**src/rtl/pwm_group.sv**
```systemverilog
module pwm_group #(
  parameter int NCH = 2,
  parameter int CW = 8,
  parameter int UW = 4,
  parameter logic [CW-1:0] RST_PRD = CW'(10),
  localparam int GB = 4 * NCH,
  localparam int AW = $clog2(GB + 3)
) (
  input  logic           clk,
  input  logic           rst_n,
  input  logic           wr_en,
  input  logic [AW-1:0]  wr_addr,
  input  logic [CW-1:0]  wr_data,
  output logic [NCH-1:0] pwm_hi,
  output logic [NCH-1:0] pwm_lo
);

  logic [NCH-1:0]         sync_q;
  logic [1:0]             meth_q;
  logic                   unlock_q;
  logic [UW-1:0]          upr_q, upr_sh, upr_cnt;
  logic                   upr_pend;

  logic [NCH-1:0][CW-1:0] prd_q, dty_q, dt_q;
  logic [NCH-1:0][CW-1:0] prd_sh, dty_sh, dt_sh;
  logic [NCH-1:0][CW-1:0] cnt_q, dcnt_q;
  logic [NCH-1:0]         prd_pend, dty_pend, dt_pend;
  logic [NCH-1:0]         ph_q, hi_q, lo_q;

  logic [NCH-1:0]         wend, raw, ap_pd, ap_dy, w_prd, w_dty, w_dt;
  logic                   grp_end, lock_go, upr_hit, w_mode, w_unl, w_upr;

  assign grp_end = wend[0];
  assign lock_go = grp_end & unlock_q;
  assign upr_hit = grp_end & (upr_cnt == upr_q);
  assign w_mode  = wr_en & (wr_addr == AW'(GB));
  assign w_unl   = wr_en & (wr_addr == AW'(GB + 1)) & wr_data[0];
  assign w_upr   = wr_en & (wr_addr == AW'(GB + 2));

  for (genvar c = 0; c < NCH; c++) begin : g_ch
    assign wend[c]  = ({1'b0, cnt_q[c]} + 1'b1) >= {1'b0, prd_q[c]};
    assign raw[c]   = (sync_q[c] ? cnt_q[0] : cnt_q[c]) < dty_q[c];
    assign ap_pd[c] = sync_q[c] ? lock_go : wend[c];
    assign ap_dy[c] = sync_q[c] ? ((meth_q == 2'd0) ? lock_go : upr_hit) : wend[c];
    assign w_prd[c] = wr_en & (wr_addr == AW'(4 * c));
    assign w_dty[c] = wr_en & (wr_addr == AW'(4 * c + 1));
    assign w_dt[c]  = wr_en & (wr_addr == AW'(4 * c + 2));
  end

  always_ff @(posedge clk or negedge rst_n) begin
    if (!rst_n) begin
      sync_q   <= '0;
      meth_q   <= '0;
      unlock_q <= 1'b0;
      upr_q    <= '0;
      upr_sh   <= '0;
      upr_pend <= 1'b0;
      upr_cnt  <= '0;
      prd_q    <= {NCH{RST_PRD}};
      dty_q    <= '0;
      dt_q     <= '0;
      prd_sh   <= '0;
      dty_sh   <= '0;
      dt_sh    <= '0;
      prd_pend <= '0;
      dty_pend <= '0;
      dt_pend  <= '0;
      cnt_q    <= '0;
      dcnt_q   <= '0;
      ph_q     <= '0;
      hi_q     <= '0;
      lo_q     <= '0;
    end else begin
      if (w_mode) begin
        sync_q <= wr_data[NCH-1:0];
        meth_q <= wr_data[NCH+1:NCH];
      end

      if (w_unl)        unlock_q <= 1'b1;
      else if (grp_end) unlock_q <= 1'b0;

      if (w_upr) begin
        upr_sh   <= wr_data[UW-1:0];
        upr_pend <= 1'b1;
      end else if (upr_hit) begin
        upr_pend <= 1'b0;
      end
      if (upr_hit && upr_pend) upr_q <= upr_sh;

      if (upr_hit)      upr_cnt <= '0;
      else if (grp_end) upr_cnt <= upr_cnt + 1'b1;

      for (int c = 0; c < NCH; c++) begin
        cnt_q[c] <= (wend[c] || (sync_q[c] && grp_end)) ? '0 : cnt_q[c] + 1'b1;

        if (w_prd[c]) begin
          prd_sh[c]   <= wr_data;
          prd_pend[c] <= 1'b1;
        end else if (ap_pd[c]) begin
          prd_pend[c] <= 1'b0;
        end
        if (ap_pd[c] && prd_pend[c]) prd_q[c] <= prd_sh[c];

        if (w_dt[c]) begin
          dt_sh[c]   <= wr_data;
          dt_pend[c] <= 1'b1;
        end else if (ap_pd[c]) begin
          dt_pend[c] <= 1'b0;
        end
        if (ap_pd[c] && dt_pend[c]) dt_q[c] <= dt_sh[c];

        if (w_dty[c]) begin
          dty_sh[c]   <= wr_data;
          dty_pend[c] <= 1'b1;
        end else if (ap_dy[c]) begin
          dty_pend[c] <= 1'b0;
        end
        if (ap_dy[c] && dty_pend[c]) dty_q[c] <= dty_sh[c];

        ph_q[c]   <= raw[c];
        dcnt_q[c] <= (raw[c] != ph_q[c]) ? '0 :
                     (&dcnt_q[c])        ? dcnt_q[c] : dcnt_q[c] + 1'b1;
        hi_q[c]   <= ph_q[c]  && (dcnt_q[c] >= dt_q[c]);
        lo_q[c]   <= !ph_q[c] && (dcnt_q[c] >= dt_q[c]);
      end
    end
  end

  assign pwm_hi = hi_q;
  assign pwm_lo = lo_q;

endmodule


```
**config.mk**
```make
export PLATFORM = sky130hd
export DESIGN_NAME = pwm_group
export DESIGN_NICKNAME = d
export VERILOG_FILES = /design/src/rtl/pwm_group.sv
export SDC_FILE = /design/constraint.sdc
export NUM_CORES = 1
export LEC_CHECK = 0
export ABC_CLOCK_PERIOD_IN_PS = 3100
export BUFFER_PORTS_ARGS = -buffer_cell sky130_fd_sc_hd__clkbuf_2
export CORE_MARGIN = 4
export CORE_UTILIZATION = 25
export CTS_BUF_LIST = sky130_fd_sc_hd__clkbuf_8 sky130_fd_sc_hd__clkbuf_16
export CTS_CLUSTER_DIAMETER = 40
export CTS_CLUSTER_SIZE = 10
export DETAILED_ROUTE_END_ITERATION = 8
export MAX_ROUTING_LAYER = met4
export SLEW_MARGIN = 5
export SYNTH_ARGS = -nofsm -noshare
export SYNTH_HDL_FRONTEND = slang
export SYNTH_SLANG_ARGS = --single-unit
```
**constraint.sdc**
```tcl
create_clock -name clk -period 3.1 [get_ports clk]
set_input_delay 0.465 -clock clk [delete_from_list [all_inputs] [get_ports clk]]
set_output_delay 0.465 -clock clk [all_outputs]
set_load 0.05 [all_outputs]
```
### Word-level counts from Yosys, hierarchy flattened

Cells that the tools add are included.

| storage, ports and cells | value |
|---|---|
| register bits after elaboration | 158 |
| latch bits | 0 |
| bits in writable memories | 0 |
| memory bits (read-only) | 0 |
| output and inout bits | 4 |
| word-level logic and storage cells | 128 |
| memories | 0 |

| cells by class | value |
|---|---|
| add/sub/neg operators | 7 |
| multiply operators | 0 |
| divide/modulo/power cells | 0 |
| $lt $le $gt $ge | 6 |
| equality and inequality tests | 13 |
| shifts and indexed selects | 0 |
| mux-type cells | 28 |
| bitwise logic cells | 12 |
| reduce and logical (&&, ||, !) cells | 30 |

Operator list:

| operator | count |
|---|---|
| $mux 8 | 7 |
| $add 8x1->8 const B | 4 |
| $mux 1 | 19 |
| $add 8x1->9 const B | 2 |
| $ge 9x8->1 | 2 |
| $reduce_bool 2->1 | 9 |
| $ge 8x8->1 | 2 |
| $lt 8x8->1 | 2 |
| $reduce_and 8->1 | 2 |
| $logic_and 1x1->1 | 13 |
| $and 1x1->1 | 12 |
| $eq 4x3->1 const B | 3 |
| $eq 4x4->1 const B | 3 |
| $mux 4 | 2 |
| $add 4x1->4 const B | 1 |
| $eq 4x1->1 const B | 1 |
| $eq 4x2->1 const B | 1 |
| $eq 4x4->1 | 1 |
| $logic_not 4->1 | 1 |
| $ne 2x2->1 const B | 2 |
| $logic_not 1->1 | 2 |
| $logic_not 2->1 | 1 |
| $logic_or 1x1->1 | 2 |
| $ne 1x1->1 | 2 |

### Logic depth before layout (Yosys ltp)

Gate-level depths: netlist (run 1).

| logic depth | value |
|---|---|
| depth in word-level cells | 7 |
| gate-level depth with buffers | 13 |
| depth with buffers taken out | 11 |

### Least setup slack after synthesis (run 1)

Ideal clock, no wire load.

| timing | value |
|---|---|
| kind | reg2reg |
| start point | register cnt_q[2] (netlist bit) |
| end point | register dt_q[0] (netlist bit) |
| arrival time | 2686 ps |
| path slack | 289 ps |
| stages on the path, launching flop included | 13 |
| buffers on the path | 1 |
| clock period less this slack | 2811 ps |
| cell sequence | dfrtp_1 -> and3_1 -> and3_1 -> nand3_1 -> xnor2_1 -> ha_1 -> nand3_1 -> nor2_1 -> a21oi_1 -> clkbuf_1 -> nand2_1 -> nand3_1 -> mux2_2 |

| on the way | value |
|---|---|
| cells in the longest elaborated chain, start to end | 5 |

RTL lines:

| element | RTL line | text |
|---|---|---|
| start: declaration | 26 | `logic [NCH-1:0][CW-1:0] cnt_q, dcnt_q;` |
| start signal: indexed assignment | 94 | `cnt_q[c] <= (wend[c] \|\| (sync_q[c] && grp_end)) ? '0 : cnt_q[c] + 1'b1;` |
| $add 8x1->9 * | 41 | `assign wend[c] = ({1'b0, cnt_q[c]} + 1'b1) >= {1'b0, prd_q[c]};` |
| $ge 9x8->1 * | 41 |  |
| $and 1x1->1 | 34 | `assign lock_go = grp_end & unlock_q;` |
| $mux 1 * | 43 | `assign ap_pd[c] = sync_q[c] ? lock_go : wend[c];` |
| $logic_and 1x1->1 * | 110 | `if (ap_pd[c] && dt_pend[c]) dt_q[c] <= dt_sh[c];` |
| end signal: indexed assignment | 110 |  |
| end: declaration | 24 | `logic [NCH-1:0][CW-1:0] prd_q, dty_q, dt_q;` |

Every way passes the cells marked *; elsewhere a longest branch is shown, timed or not.
A chain may end at the register's enable or synchronous reset.

### Final worst setup path (run 1)

| timing | value |
|---|---|
| start point | register cnt_q[8] (netlist bit) |
| end point | register dty_q[14] (netlist bit) |

| on the way | value |
|---|---|
| cells in the longest elaborated chain, start to end | 4 |

RTL lines:

| element | RTL line | text |
|---|---|---|
| $add 8x1->9 | 41 |  |
| $ge 9x8->1 | 41 |  |
| $mux 1 | 44 | `assign ap_dy[c] = sync_q[c] ? ((meth_q == 2'd0) ? lock_go : upr_hit) : wend[c];` |
| $logic_and 1x1->1 | 118 | `if (ap_dy[c] && dty_pend[c]) dty_q[c] <= dty_sh[c];` |
| end signal: indexed assignment | 118 |  |
| end: declaration | 24 |  |

No other way between the ends.

==> implementation parameters, run 1 <==
Parameter                              Value

Run status
  Run status ... complete, no violations

Synth
  Number of flops mapped to enable cells by yosys ... 0
  Share of Yosys cell area claimed by the top area cell type ... 50.55%
  Post-synth net total ... 698
  FF+latch count, synth ... 158
  Post-synthesis instance area ... 7624 um2
  Top-count cell post-synth ... sky130_fd_sc_hd__dfrtp_1
  Top cell type by total area after synthesis ... sky130_fd_sc_hd__dfrtp_1
  Top post-synthesis cells by area ... sky130_fd_sc_hd__dfrtp_1 51%, sky130_fd_sc_hd__mux2_2 16%, sky130_fd_sc_hd__ha_1 8.4%
  Synth warnings ... 0
  Gate Count Post-Synth ... 632
  Unique masters post-synth ... 53
  Register area share after synthesis ... 51.93%
  Predominant post-synthesis flop cell ... sky130_fd_sc_hd__dfrtp_1
  Mean cell area of the mapped netlist ... 12.06 um2
  Commonest cells in the netlist ... 154 x sky130_fd_sc_hd__dfrtp_1, 107 x sky130_fd_sc_hd__mux2_2, 51 x sky130_fd_sc_hd__ha_1
  Proportion of register bits with asynchronous set or reset after synthesis ... 100.0%

Floorplan
  IO Pins ... 19
  Initial core utilization ... 25.52%
  Count of standard-cell rows ... 63
  Floorplan die height ... 182.6 um
  Core region area ... 29870 um2
  Die outline area ... 33350 um2
  Die boundary width ... 182.6 um

Power
  Power Density ... 916.7 nW/um2
  Worst-case vdd ir drop ... 272.0 uV
  Leak Pwr ... 0.004278 uW

Setup path
  Worst EP required ... 3.40 ns
  Highest net fanout along the worst path ... 8
  Startpoint type of the worst setup path ... flip-flop
  Type of destination of the critical path ... flip-flop
  Arrival time at the worst endpoint ... 3.23 ns
  Critical path class ... reg2reg

Clocking
  Skew-Pair Late Insertion Delay ... 0.42 ns
  TritonCTS clock tree ... done
  Depth of the CTS H-tree ... 4
  Max Buffers Root-to-Sink ... 2
  CTS Root Buffer Type ... sky130_fd_sc_hd__clkbuf_16
  Clock transition at the registers of the reported paths ... 0.06 ns
  Clock sink total ... 158
  Cts bufs inserted ... 17

Layout
  Antenna diode instance count ... 0
  Multi-input combinational cell area ... 3485 um2
  Post-route non-filler standard cell count ... 1083
  Number of nets in the layout ... 746
  Layout cells sized above 1 ... 28.28%
  Final-layout fill cell count ... 3019
  FF/Latch Area ... 3960 um2
  Post-layout utilization of the core ... 29.99%
  Total non-filler cell area in the finished layout ... 8960 um2
  Layout-stage area growth over the synthesis result ... 17.53%

Timing
  Relative slew margins ... 46.56%
  Final period demand of the worst path ... 2.933 ns
  Setup violation total in the final timing report ... 0
  Post-route clock period utilization ... 94.60%
  Worst Tran Pin Value ... 0.7954 ns
  Number of max-slew violations in the final report ... 0
  Setup repair after global routing missed its margin ... false
  Worst Hold Slack ... 0.02326 ns
  Max Clk Rate ... 341.0 MHz
  Final hold violations ... 0
  Maximum clock skew at final layout ... 0.01228 ns

Job
  Max capacitance violation total ... 0

GRT
  Number of global-route vias before repair ... 4971
  Wire length of the first global-routing pass ... 25840 um
  Maximum number of pins on one net before global-route repair ... 58
  Antenna violations before repair ... 0
  Global route total overflow ... 0
  Global router's overall resource usage ... 10.05%

Placed design
  Cell total after placement ... 1051
  Cell area after placement ... 8339 um2
  Placer congestion estimate ... 0.7988
  Port buffer count ... 18
  Hpwl dp ... 11250 um

Detailed routing
  Wire length per cell ... 14.40 um
  Post-Route M1 WL ... 7911 um
  First-pass iteration count of the detailed router ... 4
  Vias post-DR ... 4704
  Number of design-rule violations left by the first detailed-router iteration ... 197
  Remaining routing DRC violations ... 0
  Via-to-Cell Ratio ... 4.343
  Met3 wire length ... 385 um
  Top sig layer ... met4
  Amount of wire on met2 after detailed routing ... 7147 um
  Total wire length after detailed routing ... 15600 um
  Final ANT Viol Nets ... 0

Hold path
  Type of the tightest min-delay check ... in2async
[per-stage QoR]
step,total power [uW],setup WS [ns],TNS (ns)
after floorplan,5280,0.2889,0
after global placement,6062,-0.01498,-0.09551
after detailed placement,6166,0.00003975,0
after CTS,8294,0.1010,0
after global routing,8856,0.004907,0
final,8214,0.1675,0
[state kept, by name, indices dropped and copies added (netlist names), 4 cells and up]
register	cells
upr_q	4
dty_q	16
upr_cnt	4
prd_q	16
dcnt_q	16
dt_q	16
cnt_q	16
upr_sh	4
dty_sh	16
dt_sh	16
prd_sh	16
[per-layer routing]
layer / up-vias / GRT usage, %
met1: 2324 / 13.68
met5: - / -
met3: 12 / 2.153
li1: 2317 / -
met2: 51 / 15.26
met4: 0 / 2.672
[cell families after synthesis]
| group | synth area share (%) |
|---|---|
| AND/OR/NAND/NOR | 11.06 |
| buffers and inverters | 2.741 |
| AO/OA/AOI/OAI | 6.582 |
| flip-flops | 51.93 |
| multiplexers | 16.33 |
| adder cells (fa/ha/maj) | 8.370 |
| XOR/XNOR | 2.987 |
[cells in the final DEF, fill, tap and decap left out, types with 16 or more instances in the layout]
cell type / instances
sky130_fd_sc_hd__a21oi_1: 17
sky130_fd_sc_hd__buf_4: 16
sky130_fd_sc_hd__clkbuf_16: 17
sky130_fd_sc_hd__clkbuf_2: 17
sky130_fd_sc_hd__dfrtp_1: 153
sky130_fd_sc_hd__ha_1: 51
sky130_fd_sc_hd__inv_1: 49
sky130_fd_sc_hd__mux2_2: 107
sky130_fd_sc_hd__nand2_1: 50
sky130_fd_sc_hd__nand3_1: 22
sky130_fd_sc_hd__nor2_1: 29
sky130_fd_sc_hd__xor2_1: 17
[critical path, stage by stage, from the launching register on]
cell	delay [ns]
sky130_fd_sc_hd__dfrtp_2	0.45
sky130_fd_sc_hd__ha_1	0.25
sky130_fd_sc_hd__and3_4	0.19
sky130_fd_sc_hd__xor2_1	0.15
sky130_fd_sc_hd__ha_1	0.24
sky130_fd_sc_hd__a211oi_1	0.26
sky130_fd_sc_hd__nand2_1	0.14
sky130_fd_sc_hd__o221ai_4	0.25
sky130_fd_sc_hd__a21oi_4	0.14
sky130_fd_sc_hd__o21ai_4	0.35
sky130_fd_sc_hd__mux2_2	0.38
[what timing repair did]
| item | CTS | global route |
|---|---|---|
| pin swaps | 0 | 3 |
| hold buffers | 0 | 0 |
| setup buffers | 0 | 0 |
| endpoints found under the setup margin | 15 | 48 |
| gates resized for setup | 1 | 4 |
[final timing paths]
| kind | startpoint | end | slack (ns) | depth (start not counted) |
|---|---|---|---|---|
| max in group asynchronous | rst_n | prd_q[1] | 2.27 | 2 |
| worst max-delay path | cnt_q[8] | dty_q[14] | 0.17 | 10 |
| worst max register to register | cnt_q[8] | dty_q[14] | 0.17 | 10 |
| worst min-delay path | rst_n | cnt_q[5] | 0.02 | 1 |
| min in group clk | wr_data[7] | prd_sh[15] | 0.44 | 3 |
| worst min register to register | prd_sh[13] | prd_sh[13] | 0.47 | 2 |
[layout make-up]
class / instances / share of cell area [%]
multi-input combinational: 419 / 38.89
timing repair buffer: 36 / 2.863
sequential: 158 / 44.20
clock inverter: 13 / 1.536
tap: 390 / 5.446
inverter: 48 / 2.011
clock buffer: 19 / 5.055
[report_power, final]
group / switching [uW] / total [uW] / internal, uW
registers: 428 / 3160 / 2740
clock network: 839 / 2070 / 1230
logic: 1590 / 2980 / 1390
total: 2850 / 8210 / 5360
Note: power is estimated with default switching activity, not from simulation.
==> run 2, diff against run 1 <==
--- a/config.mk
+++ b/config.mk
@@ -14,6 +14,7 @@
 export CTS_CLUSTER_SIZE = 10
 export DETAILED_ROUTE_END_ITERATION = 8
 export MAX_ROUTING_LAYER = met4
+export SETUP_SLACK_MARGIN = 0.2
 export SLEW_MARGIN = 5
 export SYNTH_ARGS = -nofsm -noshare
 export SYNTH_HDL_FRONTEND = slang
==> run 2 against run 1 <==
First-iteration DRC count rose by 3.0%. Die area did not move. Critical path depth is 4 higher. Via count is 2.2% higher. Critical endpoint unchanged.
==> implementation parameters, run 2 (synthesis results as in run 1) <==
Parameter                              Value

GRT
  Wire length of the first global-routing pass ... 25970 um (was 25840 um)
  Number of global-route vias before repair ... 4996 (was 4971)
  Global router's overall resource usage ... 10.09% (was 10.05%)
  Maximum number of pins on one net before global-route repair ... 58 (unchanged)
  Antenna violations before repair ... 0 (unchanged)
  Global route total overflow ... 0 (unchanged)

Timing
  Final hold violations ... 0 (unchanged)
  Number of max-slew violations in the final report ... 0 (unchanged)
  Setup repair after global routing missed its margin ... true (was false)
  Worst Tran Pin Value ... 0.7903 ns (was 0.7954 ns)
  Setup total negative slack ... 0 ns (unchanged)
  Setup violation total in the final timing report ... 0 (unchanged)
  Final period demand of the worst path ... 2.851 ns (was 2.933 ns)
  Relative slew margins ... 46.91% (was 46.56%)
  Post-route clock period utilization ... 91.97% (was 94.60%)
  Maximum clock skew at final layout ... 0.01229 ns (was 0.01228 ns)
  Worst Hold Slack ... 0.02570 ns (was 0.02326 ns)
  Max Clk Rate ... 350.7 MHz (was 341.0 MHz)

Clocking
  Number of hold buffers added after CTS ... 0 (unchanged)
  Depth of the CTS H-tree ... 4 (unchanged)
  Clock transition at the registers of the reported paths ... 0.06 ns (about the same)
  Clock sink total ... 158 (unchanged)
  Cts bufs inserted ... 17 (unchanged)
  Skew-Pair Late Insertion Delay ... 0.42 ns (about the same)
  Max Buffers Root-to-Sink ... 2 (unchanged)
  TritonCTS clock tree ... done (unchanged)
  CTS Root Buffer Type ... sky130_fd_sc_hd__clkbuf_16 (unchanged)

Detailed routing
  Wire length per cell ... 14.66 um (was 14.40 um)
  Vias post-DR ... 4808 (was 4704)
  Final ANT Viol Nets ... 0 (unchanged)
  Remaining routing DRC violations ... 0 (unchanged)
  First-pass iteration count of the detailed router ... 4 (unchanged)
  Number of design-rule violations left by the first detailed-router iteration ... 203 (was 197)
  Total wire length after detailed routing ... 16050 um (was 15600 um)
  Via-to-Cell Ratio ... 4.391 (was 4.343)

Setup path
  Critical path class ... reg2reg (unchanged)
  Arrival time at the worst endpoint ... 3.15 ns (was 3.23 ns)
  Type of destination of the critical path ... flip-flop (unchanged)
  Highest net fanout along the worst path ... 8 (unchanged)
  Startpoint type of the worst setup path ... flip-flop (unchanged)
  Worst EP required ... 3.40 ns (about the same)

Job
  Max capacitance violation total ... 0 (unchanged)

Layout
  Final-layout fill cell count ... 3004 (was 3019)
  Layout-stage area growth over the synthesis result ... 20.14% (was 17.53%)
  Antenna diode instance count ... 0 (unchanged)
  Commonest non-fill, non-tap cell in the layout ... sky130_fd_sc_hd__dfrtp_1 (unchanged)
  Layout cells sized above 1 ... 31.35% (was 28.28%)
  Total non-filler cell area in the finished layout ... 9159 um2 (was 8960 um2)
  Commonest cells after routing, fill and taps aside ... 152 x sky130_fd_sc_hd__dfrtp_1, 106 x sky130_fd_sc_hd__mux2_2, 50 x sky130_fd_sc_hd__nand2_1, 49 x sky130_fd_sc_hd__inv_1, 48 x sky130_fd_sc_hd__ha_1 (was 153 x sky130_fd_sc_hd__dfrtp_1, 107 x sky130_fd_sc_hd__mux2_2, 51 x sky130_fd_sc_hd__ha_1, 50 x sky130_fd_sc_hd__nand2_1, 49 x sky130_fd_sc_hd__inv_1)
  Number of nets in the layout ... 758 (was 746)

Floorplan
  IO Pins ... 19 (unchanged)
  Core region area ... 29870 um2 (unchanged)
  Floorplan die height ... 182.6 um (unchanged)
  Die outline area ... 33350 um2 (unchanged)
  Initial core utilization ... 25.52% (unchanged)
  Count of standard-cell rows ... 63 (unchanged)
  Die boundary width ... 182.6 um (unchanged)

Hold path
  Type of the tightest min-delay check ... in2async (unchanged)

Power
  Comb pwr share ... 37.6% (was 36.3%)
  Power Internal ... 5478 uW (was 5360 uW)
  Power Density ... 916.5 nW/um2 (was 916.7 nW/um2)
  Worst-case vdd ir drop ... 336.8 uV (was 272.0 uV)
  Sw Share ... 34.73% (was 34.74%)
  Switching power summed over all nets ... 2915 uW (was 2853 uW)
  Leak Pwr ... 0.004368 uW (was 0.004278 uW)
  Part of the power in the clock network ... 24.7% (was 25.2%)
  Fraction of power consumed by sequential logic ... 37.6% (was 38.5%)

Placed design
  Port buffer count ... 18 (unchanged)
  Hpwl dp ... 11250 um (unchanged)
  Placer congestion estimate ... 0.7988 (unchanged)
  Cell area after placement ... 8339 um2 (unchanged)

Run status
  Run status ... complete, no violations (unchanged)
run 2: cell count changes in the layout (fill, tap and decap cells not counted), sizes merged:
| cell | before | now |
|---|---|---|
| buf | 19 | 31 |
run 2: what timing repair did:
item                                    in CTS  in global routing
resized for setup                            3                 16
endpoints found under the setup margin      24                 54
pin swaps                                    5                  5
buffers inserted                             3                  9
run 2: layout make-up:
cell class,instances,area (um2),area share (%)
clock inverters,13,137.6,1.503
clock buffers,19,452.9,4.945
flip-flops and latches,158,3961,43.25
repair buffers,48,384.1,4.194
inverters,48,180.2,1.967
multi-input cells,419,3555,38.81
well taps,390,488.0,5.328
run 2: worst max-delay path, cell delays in order, from the launching register on:
cell and delay [ns]:
sky130_fd_sc_hd__dfrtp_1 0.35, sky130_fd_sc_hd__and3_4 0.19, sky130_fd_sc_hd__and3_4 0.19, sky130_fd_sc_hd__nand3_2 0.09, sky130_fd_sc_hd__xnor2_2 0.16, sky130_fd_sc_hd__ha_1 0.32
sky130_fd_sc_hd__nand3_1 0.10, sky130_fd_sc_hd__nor2_1 0.17, sky130_fd_sc_hd__a211oi_2 0.05, sky130_fd_sc_hd__buf_4 0.14, sky130_fd_sc_hd__buf_4 0.13, sky130_fd_sc_hd__a211oi_2 0.31
sky130_fd_sc_hd__o21ai_4 0.11, sky130_fd_sc_hd__buf_12 0.15, sky130_fd_sc_hd__mux2_2 0.26
run 2: power by group through the flow:
| stage | sequential [uW] | clock (uW) | combinational (uW) |
|---|---|---|---|
| 2_1_floorplan | 3110 | 0 | 2170 |
| 3_3_place_gp | 3180 | 0 | 2880 |
| 3_5_place_dp | 3200 | 0 | 2960 |
| 4_1_cts | 3170 | 2130 | 3040 |
| 5_1_grt | 3240 | 2220 | 3570 |
| 6_report | 3160 | 2080 | 3160 |
run 2: worst paths after layout:
check | to | cells past startpoint | start | slack (ns)
worst max register to register | dty_q[14] | 14 | cnt_q[2] | 0.25
worst min register to register | pwm_lo[0] | 1 | ph_q[0] | 0.47
worst max-delay path | dty_q[14] | 14 | cnt_q[2] | 0.25
max in group asynchronous | prd_q[1] | 2 | rst_n | 2.26
min in group clk | prd_sh[12] | 3 | wr_data[4] | 0.45
worst min-delay path | cnt_q[5] | 1 | rst_n | 0.03
run 2: per-layer routing:
metal | part of all wire [%] | vias to the layer above | track usage, %
met5 | 0 | - | -
met4 | 0.98 | 0 | 2.672
met3 | 2.3 | 16 | 2.153
met2 | 46 | 45 | 15.42
met1 | 50 | 2407 | 13.65
li1 | - | 2340 | -
run 2: stage by stage:
step                std cells  worst slack [ns]  total power (uW)  util, %
floorplan                 632            0.2889              5280        -
global placement         1051          -0.01498              6062    27.91
detailed placement       1051        0.00003975              6166    27.91
CTS                      1086            0.2110              8340    30.09
global route             1095            0.1234              9023    30.66
finish                   1095            0.2489              8394    30.66
